$ cat config.mk
export PLATFORM = sky130hd
export DESIGN_NAME = smm_ctrl
export DESIGN_NICKNAME = d
export VERILOG_FILES = /design/src/rtl/smm_pkg.sv /design/src/rtl/smm_sync.sv /design/src/rtl/smm_soft_filter.sv /design/src/rtl/smm_core.sv /design/src/rtl/smm_base_reg.sv /design/src/rtl/smm_ctrl.sv
export SDC_FILE = /design/constraint.sdc
export NUM_CORES = 1
export LEC_CHECK = 0
export ABC_AREA = 1
export CAP_MARGIN = 10
export CORE_ASPECT_RATIO = 0.7
export CORE_UTILIZATION = 43
export DETAILED_ROUTE_END_ITERATION = 7
export GPL_TIMING_DRIVEN = 1
export HOLD_SLACK_MARGIN = 0.03
export PLACE_DENSITY_LB_ADDON = 0.15
export SLEW_MARGIN = 10
export SYNTH_ARGS = -nofsm -noshare
export SYNTH_HDL_FRONTEND = slang
export SYNTH_SLANG_ARGS = --single-unit
$ cat constraint.sdc
create_clock -name clk -period 1.3 [get_ports clk]
set_input_delay 0.26 -clock clk [delete_from_list [all_inputs] [get_ports clk]]
set_output_delay 0.26 -clock clk [all_outputs]
set_load 0.1 [all_outputs]
$ cat src/rtl/smm_pkg.sv
package smm_pkg;

    typedef enum logic [1:0] {
        ST_IDLE    = 2'd0,
        ST_SAVE    = 2'd1,
        ST_RUN     = 2'd2,
        ST_RESTORE = 2'd3
    } smm_state_e;

    typedef struct packed {
        smm_state_e state;
        logic       pend;
        logic       req_prev;
    } core_regs_t;

endpackage

$ cat src/rtl/smm_sync.sv
module smm_sync #(
    parameter int   STAGES  = 2,
    parameter logic RST_VAL = 1'b0
) (
    input  logic clk,
    input  logic rst_n,
    input  logic async_i,
    output logic sync_o
);
    logic [STAGES-1:0] chain_d, chain_q;

    generate
        if (STAGES == 1) begin : g_one
            always_comb chain_d = async_i;
        end else begin : g_many
            always_comb chain_d = {chain_q[STAGES-2:0], async_i};
        end
    endgenerate

    always_ff @(posedge clk or negedge rst_n) begin
        if (!rst_n) chain_q <= {STAGES{RST_VAL}};
        else        chain_q <= chain_d;
    end

    assign sync_o = chain_q[STAGES-1];
endmodule

$ cat src/rtl/smm_soft_filter.sv
module smm_soft_filter #(
    parameter int SOFT_MIN = 15
) (
    input  logic clk,
    input  logic rst_n,
    input  logic level_i,
    output logic soft_o
);
    localparam int CW = $clog2(SOFT_MIN + 1);
    localparam logic [CW-1:0] CNT_MAX  = CW'(SOFT_MIN);
    localparam logic [CW-1:0] CNT_FIRE = CW'(SOFT_MIN - 1);

    logic [CW-1:0] cnt_d, cnt_q;

    always_comb begin
        if (!level_i)               cnt_d = '0;
        else if (cnt_q == CNT_MAX)  cnt_d = cnt_q;
        else                        cnt_d = cnt_q + 1'b1;
    end

    always_ff @(posedge clk or negedge rst_n) begin
        if (!rst_n) cnt_q <= '0;
        else        cnt_q <= cnt_d;
    end

    // Qualified once the level has been high SOFT_MIN sampled cycles; held while high.
    assign soft_o = level_i && (cnt_q >= CNT_FIRE);
endmodule

$ cat src/rtl/smm_core.sv
module smm_core
    import smm_pkg::*;
(
    input  logic clk,
    input  logic rst_n,
    input  logic soft_i,
    input  logic req_lvl_i,
    input  logic insn_bound_i,
    input  logic bus_lock_i,
    input  logic rsm_i,
    input  logic save_done_i,
    input  logic restore_done_i,
    output logic active_o,
    output logic save_req_o
);
    core_regs_t r_d, r_q;
    logic fall;
    logic take;

    always_comb begin
        r_d      = r_q;
        fall     = r_q.req_prev & ~req_lvl_i;
        take     = 1'b0;
        r_d.req_prev = req_lvl_i;

        unique case (r_q.state)
            ST_IDLE: begin
                if (r_q.pend && insn_bound_i && !bus_lock_i) begin
                    take      = 1'b1;
                    r_d.state = ST_SAVE;
                end
            end
            ST_SAVE:    if (save_done_i)    r_d.state = ST_RUN;
            ST_RUN:     if (rsm_i)          r_d.state = ST_RESTORE;
            ST_RESTORE: if (restore_done_i) r_d.state = ST_IDLE;
            default:                        r_d.state = ST_IDLE;
        endcase

        // One pending slot; an edge in the cycle of acceptance refills it.
        if (take) r_d.pend = fall;
        else      r_d.pend = r_q.pend | fall;

        if (soft_i) begin
            r_d.state = ST_IDLE;
            r_d.pend  = 1'b0;
        end
    end

    always_ff @(posedge clk or negedge rst_n) begin
        if (!rst_n) r_q <= '{state: ST_IDLE, pend: 1'b0, req_prev: 1'b1};
        else        r_q <= r_d;
    end

    assign active_o   = (r_q.state != ST_IDLE);
    assign save_req_o = (r_q.state == ST_SAVE);

    // the pending flag only rises after the synchronized request went high to low
    a_r1_edge_only: assert property (@(posedge clk) disable iff (!rst_n)
        $rose(r_q.pend) |-> ($past(req_lvl_i) == 1'b0 && $past(r_q.req_prev) == 1'b1));

    // a remembered request survives the whole mode span
    a_r6_pending_kept: assert property (@(posedge clk) disable iff (!rst_n)
        (r_q.pend && r_q.state != ST_IDLE && !soft_i) |=> r_q.pend);
endmodule

$ cat src/rtl/smm_base_reg.sv
module smm_base_reg #(
    parameter int               BASE_W   = 32,
    parameter logic [BASE_W-1:0] BASE_RST = 32'h0003_0000
) (
    input  logic              clk,
    input  logic              rst_n,
    input  logic              we_i,
    input  logic [BASE_W-1:0] wdata_i,
    output logic [BASE_W-1:0] base_o
);
    logic [BASE_W-1:0] base_d, base_q;

    always_comb begin
        base_d = base_q;
        if (we_i) base_d = wdata_i;
    end

    // Only the hard reset reaches this register.
    always_ff @(posedge clk or negedge rst_n) begin
        if (!rst_n) base_q <= BASE_RST;
        else        base_q <= base_d;
    end

    assign base_o = base_q;
endmodule

$ cat src/rtl/smm_ctrl.sv
module smm_ctrl #(
    parameter int                BASE_W      = 32,
    parameter logic [BASE_W-1:0] BASE_RST    = 32'h0003_0000,
    parameter int                SOFT_MIN    = 15,
    parameter int                SYNC_STAGES = 2
) (
    input  logic              clk,
    input  logic              rst_n,
    input  logic              smi_n_i,
    input  logic              soft_rst_i,
    input  logic              insn_bound_i,
    input  logic              bus_lock_i,
    input  logic              rsm_i,
    input  logic              save_done_i,
    input  logic              restore_done_i,
    input  logic              base_we_i,
    input  logic [BASE_W-1:0] base_wdata_i,
    output logic              smiact_n_o,
    output logic              save_req_o,
    output logic [BASE_W-1:0] base_o
);
    logic req_lvl;
    logic soft_lvl;
    logic soft_act;
    logic active;

    smm_sync #(.STAGES(SYNC_STAGES), .RST_VAL(1'b1)) u_req_sync (
        .clk(clk), .rst_n(rst_n), .async_i(smi_n_i), .sync_o(req_lvl)
    );

    smm_sync #(.STAGES(SYNC_STAGES), .RST_VAL(1'b0)) u_soft_sync (
        .clk(clk), .rst_n(rst_n), .async_i(soft_rst_i), .sync_o(soft_lvl)
    );

    smm_soft_filter #(.SOFT_MIN(SOFT_MIN)) u_soft_filter (
        .clk(clk), .rst_n(rst_n), .level_i(soft_lvl), .soft_o(soft_act)
    );

    smm_core u_core (
        .clk(clk), .rst_n(rst_n), .soft_i(soft_act),
        .req_lvl_i(req_lvl), .insn_bound_i(insn_bound_i), .bus_lock_i(bus_lock_i),
        .rsm_i(rsm_i), .save_done_i(save_done_i), .restore_done_i(restore_done_i),
        .active_o(active), .save_req_o(save_req_o)
    );

    smm_base_reg #(.BASE_W(BASE_W), .BASE_RST(BASE_RST)) u_base (
        .clk(clk), .rst_n(rst_n), .we_i(base_we_i), .wdata_i(base_wdata_i), .base_o(base_o)
    );

    assign smiact_n_o = ~active;

    // entry only happens after a boundary strobe
    a_r2_entry_on_boundary: assert property (@(posedge clk) disable iff (!rst_n)
        $fell(smiact_n_o) |-> $past(insn_bound_i));

    // entry never splits a locked sequence
    a_r3_no_entry_in_lock: assert property (@(posedge clk) disable iff (!rst_n)
        $fell(smiact_n_o) |-> !$past(bus_lock_i));

    // save request is held until the save handshake
    a_r4_save_held: assert property (@(posedge clk) disable iff (!rst_n)
        (save_req_o && !save_done_i && !soft_act) |=> save_req_o);

    // the indicator releases only after the restore handshake or a soft reset
    a_r5_exit_on_restore: assert property (@(posedge clk) disable iff (!rst_n)
        $rose(smiact_n_o) |-> ($past(restore_done_i) || $past(soft_act)));

    // a soft reset leaves the base register untouched
    a_r9_base_kept: assert property (@(posedge clk) disable iff (!rst_n)
        (soft_act && !base_we_i) |=> $stable(base_o));
endmodule

* Word-level counts from Yosys, hierarchy flattened
Cells that the tools add are included.
** Word-level totals
- Flip-flop bits (word level) :: 44
- Input port bits :: 42
- Output and inout bits :: 34
- Word-level logic and storage cells :: 40
** Operators by class
- Add/subtract/negate cells :: 1
- Order comparisons :: 1
- Eq/ne operators :: 9
- Multiplexer cells :: 11
- Bitwise gates (word level) :: 4
- Reductions and logical operators :: 7
** Operators with widths (number)
- 2-bit 2-to-1 mux :: 4
- 4-bit 2-to-1 mux :: 2
- 2-bit one-hot mux with 4 select lines :: 1
- 3-bit by 2-bit inequality test with 1-bit output (second input constant) :: 2
- 3-bit inequality test (second input constant) :: 2
- 4-bit by 1-bit adder with 4-bit output (second input constant) :: 1
- 2-bit equality test (second input constant) :: 2
- 4-bit equality test (second input constant) :: 1
- 4-bit >= comparator (second input constant) :: 1
- 4-bit AND reduction :: 1
- 1-bit logical AND :: 3
- 1-bit 2-to-1 mux :: 3
- 3-bit 2-to-1 mux :: 1
- 2-bit by 1-bit equality test with 1-bit output (second input constant) :: 1
- 2-bit zero test :: 1
- 2-bit inequality test (second input constant) :: 1
- 1-bit NOT :: 2
- 2-bit nonzero test :: 1
- 1-bit AND :: 1
- 1-bit zero test :: 1
- 1-bit bitwise OR :: 1

* Longest topological paths before layout
- Depth after elaboration :: 6
- Gate-level depth with buffers :: 9
- Depth with buffers taken out :: 9

* Hierarchy
A second synthesis with hierarchy kept.
** Second synthesis, totals
- Cell total of the unflattened synthesis :: 217
- Area, all modules :: 1959.4 um2
** Modules (own cells, without submodules)
- smm_base_reg :: times used 1, cells each 136, area each 1295.0 um2, seq. area each 803.3 um2
- smm_core :: times used 1, cells each 45, area each 317.8 um2, seq. area each 101.3 um2
- smm_soft_filter :: times used 1, cells each 31, area each 240.2 um2, seq. area each 100.1 um2
- smm_sync (u_req_sync) :: times used 1, cells each 2, area each 52.6 um2, seq. area each 52.6 um2
- smm_sync (u_soft_sync) :: times used 1, cells each 2, area each 50.0 um2, seq. area each 50.0 um2
- smm_ctrl :: times used 1, cells each 1, area each 3.8 um2, seq. area each 0.0 um2

* Worst setup path after synthesis
Ideal clock, no wire load.
- Path kind :: register -> register
- Start point :: reg u_core.r_q[3] (netlist bit)
- End point :: reg u_core.r_q[2] (netlist bit)
- Setup time :: 0.117 ns
- Arrival :: 1.724 ns
- Data required time :: 1.183 ns
- Setup slack :: -0.540 ns
- Stages on the path, launching flop included :: 10
- Buffers on the path :: 0
- Clock period less this slack :: 1.840 ns
- Path through :: dfrtp_1 inv_1 ha_1 nand2_1 nand2_1 nor2_1 nand2_1 nand2_1 nand2_1 nor2_1
** Between the ends
- Word-level cells in the longest chain between the ends :: 3
- Elaborated cells on any way between the ends :: 11
- Classes of those cells :: eq/ne (7); mux (2); reduce/logical (2)
** Ends and longest elaborated chain
- start, declared :: line smm_core.sv:16 : core_regs_t r_d, r_q;
- start signal, assigned :: line smm_core.sv:50 : if (!rst_n) r_q <= '{state: ST_IDLE, pend: 1'b0, req_prev: 1'b1};
- start signal, assigned :: line smm_core.sv:51 : else r_q <= r_d;
- 2-bit by 1-bit equality test with 1-bit output *
- via save_req_o :: line smm_ctrl.sv:19 : output logic save_req_o,
- 3-bit by 2-bit inequality test with 1-bit output (no line) or 2-bit one-hot mux with 4 select lines (tied branches)
- 4-bit AND reduction (no line) or 3-bit 2-to-1 mux (tied branches)
The timed path passes the listed nets; every way through them passes the cells marked *.
A chain may end at the register's enable or synchronous reset.

* Final worst setup path
- Start point :: reg u_core.r_q[2] (netlist bit)
- End point :: out smiact_n_o
** Between the ends
- Word-level cells in the longest chain between the ends :: 2
** Ends and longest elaborated chain
- 2-bit nonzero test :: line smm_core.sv:54 : assign active_o = (r_q.state != ST_IDLE);
- 1-bit NOT :: line smm_ctrl.sv:50 : assign smiact_n_o = ~active;
- end, declared :: line smm_ctrl.sv:18 : output logic smiact_n_o,
No other way between the ends.

==> results.md <==
- Status: complete, but fails checks
- Failing checks: setup timing
- Maximum clock rate: 704 MHz
- Die Width: 82.5 um
- Commonest non-fill, non-tap cells in the layout: clkdlybuf4s50_1, dfrtp_1, buf_12, mux2_4, inv_1
- Switch Pwr: 2.15 mW
- Port buffer count: 75
- Final setup vio count: 4
- Fin util: 76.0%
- Synth Flop Type: dfrtp_1
- Clock power share: 19.5%
- Clk buf depth: 2
- IO Pins: 76
- Most common cell after layout, fill and taps aside: clkdlybuf4s50_1
- CP Class: flop to primary output
- # diodes: 0
- Pwr dens: 1620 nW/um^2
- DR vias/cell: 4.77
- Finished Layout Cells: 278
- Crit path DAT: 1160 ps
- Origin of the critical flop-to-flop path: u_core.r_q[2]
- Sw Share: 40.1%
- Max IR drop VDD: 1400 uV
- Height of the chip: 58.3 um
- Synthesized area per cell: 14.5 sq um
- CTS tree: yes
- Fraction of layout cells with a size suffix above 1: 47.1%
- EDFF count, synth: 0
- Via count: 1327
- Final setup margin: -120 ps
- # nets final: 271
- Yosys reg bits: 44
- CP required: 1040 ps
- Hold_sp: u_req_sync.chain_q[0]
- Congestion Overflow GR: 0
- Logic gate share of total power: 48.6%
- P_leak: 1.54 nW
- Initial DRT Pass Iterations: 4
- TritonCTS buffer count: 5
- Relative slew slack: 84.5%
- Dpl hpwl: 3170 um
- Largest stage delay on the critical path: 460 ps
- Vias in the first global route: 1410
- Skew final: 4.26 ps
- WHS Path Cells: 0
- Buf+Inv Stages, Crit Path: 2
- Starting DRT DRC Count: 60
- Reg2Reg Setup Slack: -70 ps
- Sequential share of power: 31.9%
- Dpl cell area: 3100 sq um
- Final period demand of the worst path: 1420 ps
- Final hold vios: 0
- Tightest Pin Transition: 232 ps
- Worst Reg2Reg Path Length in Cells: 9
- Post-route clock period utilization: 109%
- Initial Utilization: 44.7%
- Clk_lat worst skew: 290 ps
- Num Clock Sinks: 44
- Die Area: 4810 sq um
- Setup crit start kind: flop
- Initial antenna violation count: 0
- Post-synth ARST share: 100%
- Mapped Area: 1950 sq um
- Final ANT Viol Nets: 0
- Cell Chain, Critical Path: inv_4, ha_4, buf_12
- Slew Viols, Final: 0
- Top delay family on crit path: flip-flops
- Worst hold path class: flop to flop
- First-pass GRT wire length: 6870 um
- Post-route cell area: 3310 sq um
- Clk slew on worst S/H paths: 80 ps
- RD Place Congestion: 0.700
- CTS H-tree lvls: 2
- CP Launch Point: u_core.r_q[2]
- Largest net degree at the start of global routing: 45
- Distinct cells, synth: 20
- Max FO, Critical Path: 3
- Max-cap violations: 0
- Slowest CP cell: dfrtp_2
- Hold Crit Endpoint: u_req_sync.chain_q[1]
- Unrepaired setup endpoints after global routing: true
- Final wirelength: 4270 um
- # rows: 20
- Area Growth Syn to Fin: 69.9%
- Residual DRC count: 0
- Post-Syn Instances: 134
- Placed cell count: 263
- Worst reg2reg endpoint: u_core.r_q[2]
- CTS root buffer: clkbuf_8
- Sequential cell area fraction in the yosys report: 56.8%
- Routed len/inst: 15.3 um
- Fill count: 281
- Core ar.: 4350 sq um
- Crit. End Element: primary output
- Total track usage: 19.6%
- Power Internal: 3.22 mW
- Synthesis warning total: 0
- Mapped Nets: 183
## synthesized netlist by cell type (2+ instances only)
master / count / area share, %
nand3_1: 4 / 1.0
a21oi_1: 2 / 0.51
mux2_4: 30 / 23
dfrtp_1: 39 / 50
inv_1: 12 / 2.3
nor2_1: 9 / 1.7
mux2_2: 2 / 1.2
ha_1: 7 / 4.5
buf_12: 3 / 3.1
nand2_1: 11 / 2.1
dfstp_2: 5 / 6.7
o21ai_0: 2 / 0.51
## worst max-delay path by stage
stage                    end  slack (ps)  cells past startpoint
2_1_floorplan  u_core.r_q[2]         -50                      9
3_3_place_gp   u_core.r_q[2]          -7                      8
3_5_place_dp   u_core.r_q[2]        -130                      9
4_1_cts           smiact_n_o        -140                      3
5_1_grt           smiact_n_o        -160                      3
6_report          smiact_n_o        -120                      3
## logic make-up (layout without fill, tap and decap cells)
| family | Yosys count | count (layout) | synth area share (%) |
|---|---|---|---|
| adders and majority gates | 7 | 7 | 4.50 |
| buffers and inverters | 16 | 105 | 5.97 |
| and+or+nand+nor | 27 | 27 | 5.84 |
| muxes | 32 | 32 | 24.3 |
| DFF | 44 | 44 | 56.8 |
| AOI/OAI and AO/OA | 8 | 8 | 2.57 |
## power groups by stage
stage | combinational, mW | sequential, mW | clock (mW)
finish | 2.61 | 1.71 | 1.05
CTS | 2.58 | 1.71 | 1.07
floorplan | 0.806 | 2.40 | 0
detailed placement | 2.34 | 1.74 | 0
global route | 2.72 | 1.74 | 1.13
global placement | 2.27 | 1.73 | 0
## area by class of cell
class	count	area [sq um]	area share, %
sequential	44	1110	33.5
clock inverter	3	42.5	1.28
multi-input combinational	74	787	23.8
tap	55	68.8	2.08
timing repair buffer	85	1190	35.9
inverter	12	47.5	1.44
clock buffer	5	68.8	2.08
## state kept, by name (all words and copies together), names as in the netlist
register and flops:
u_base.base_o 32, u_core.r_q 4, u_soft_filter.cnt_q 4, u_req_sync.chain_q 2, u_soft_sync.chain_q 2
## metrics by stage
stage | TNS [ps] | total power, mW | setup WS, ps | hold WS (ps)
floorplan | -76.5 | 3.21 | -49.1 | -35.6
global placement | -6.53 | 4.00 | -6.53 | 251
detailed placement | -216 | 4.08 | -130 | 254
CTS | -363 | 5.36 | -142 | 355
global route | -554 | 5.58 | -162 | 352
finish | -304 | 5.37 | -120 | 357
## layer usage
layer  vias up  global-route usage, %  share of wire (%)
met3         6                   6.20                6.3
met1       655                   23.0                 40
met2        47                   34.0                 53
li1        619                      -                  -
met4         0                   6.77                1.1
met5         -                      0                  0
## repair_timing
item / CTS / global route
pin swaps: 7 / 2
hold buffers: 1 / 0
setup buffers: 5 / 1
setup endpoints to repair: 6 / 7
gates resized for setup: 11 / 3
hold endpoints to repair: 39 / 0
(Power assumes the default switching activity.)
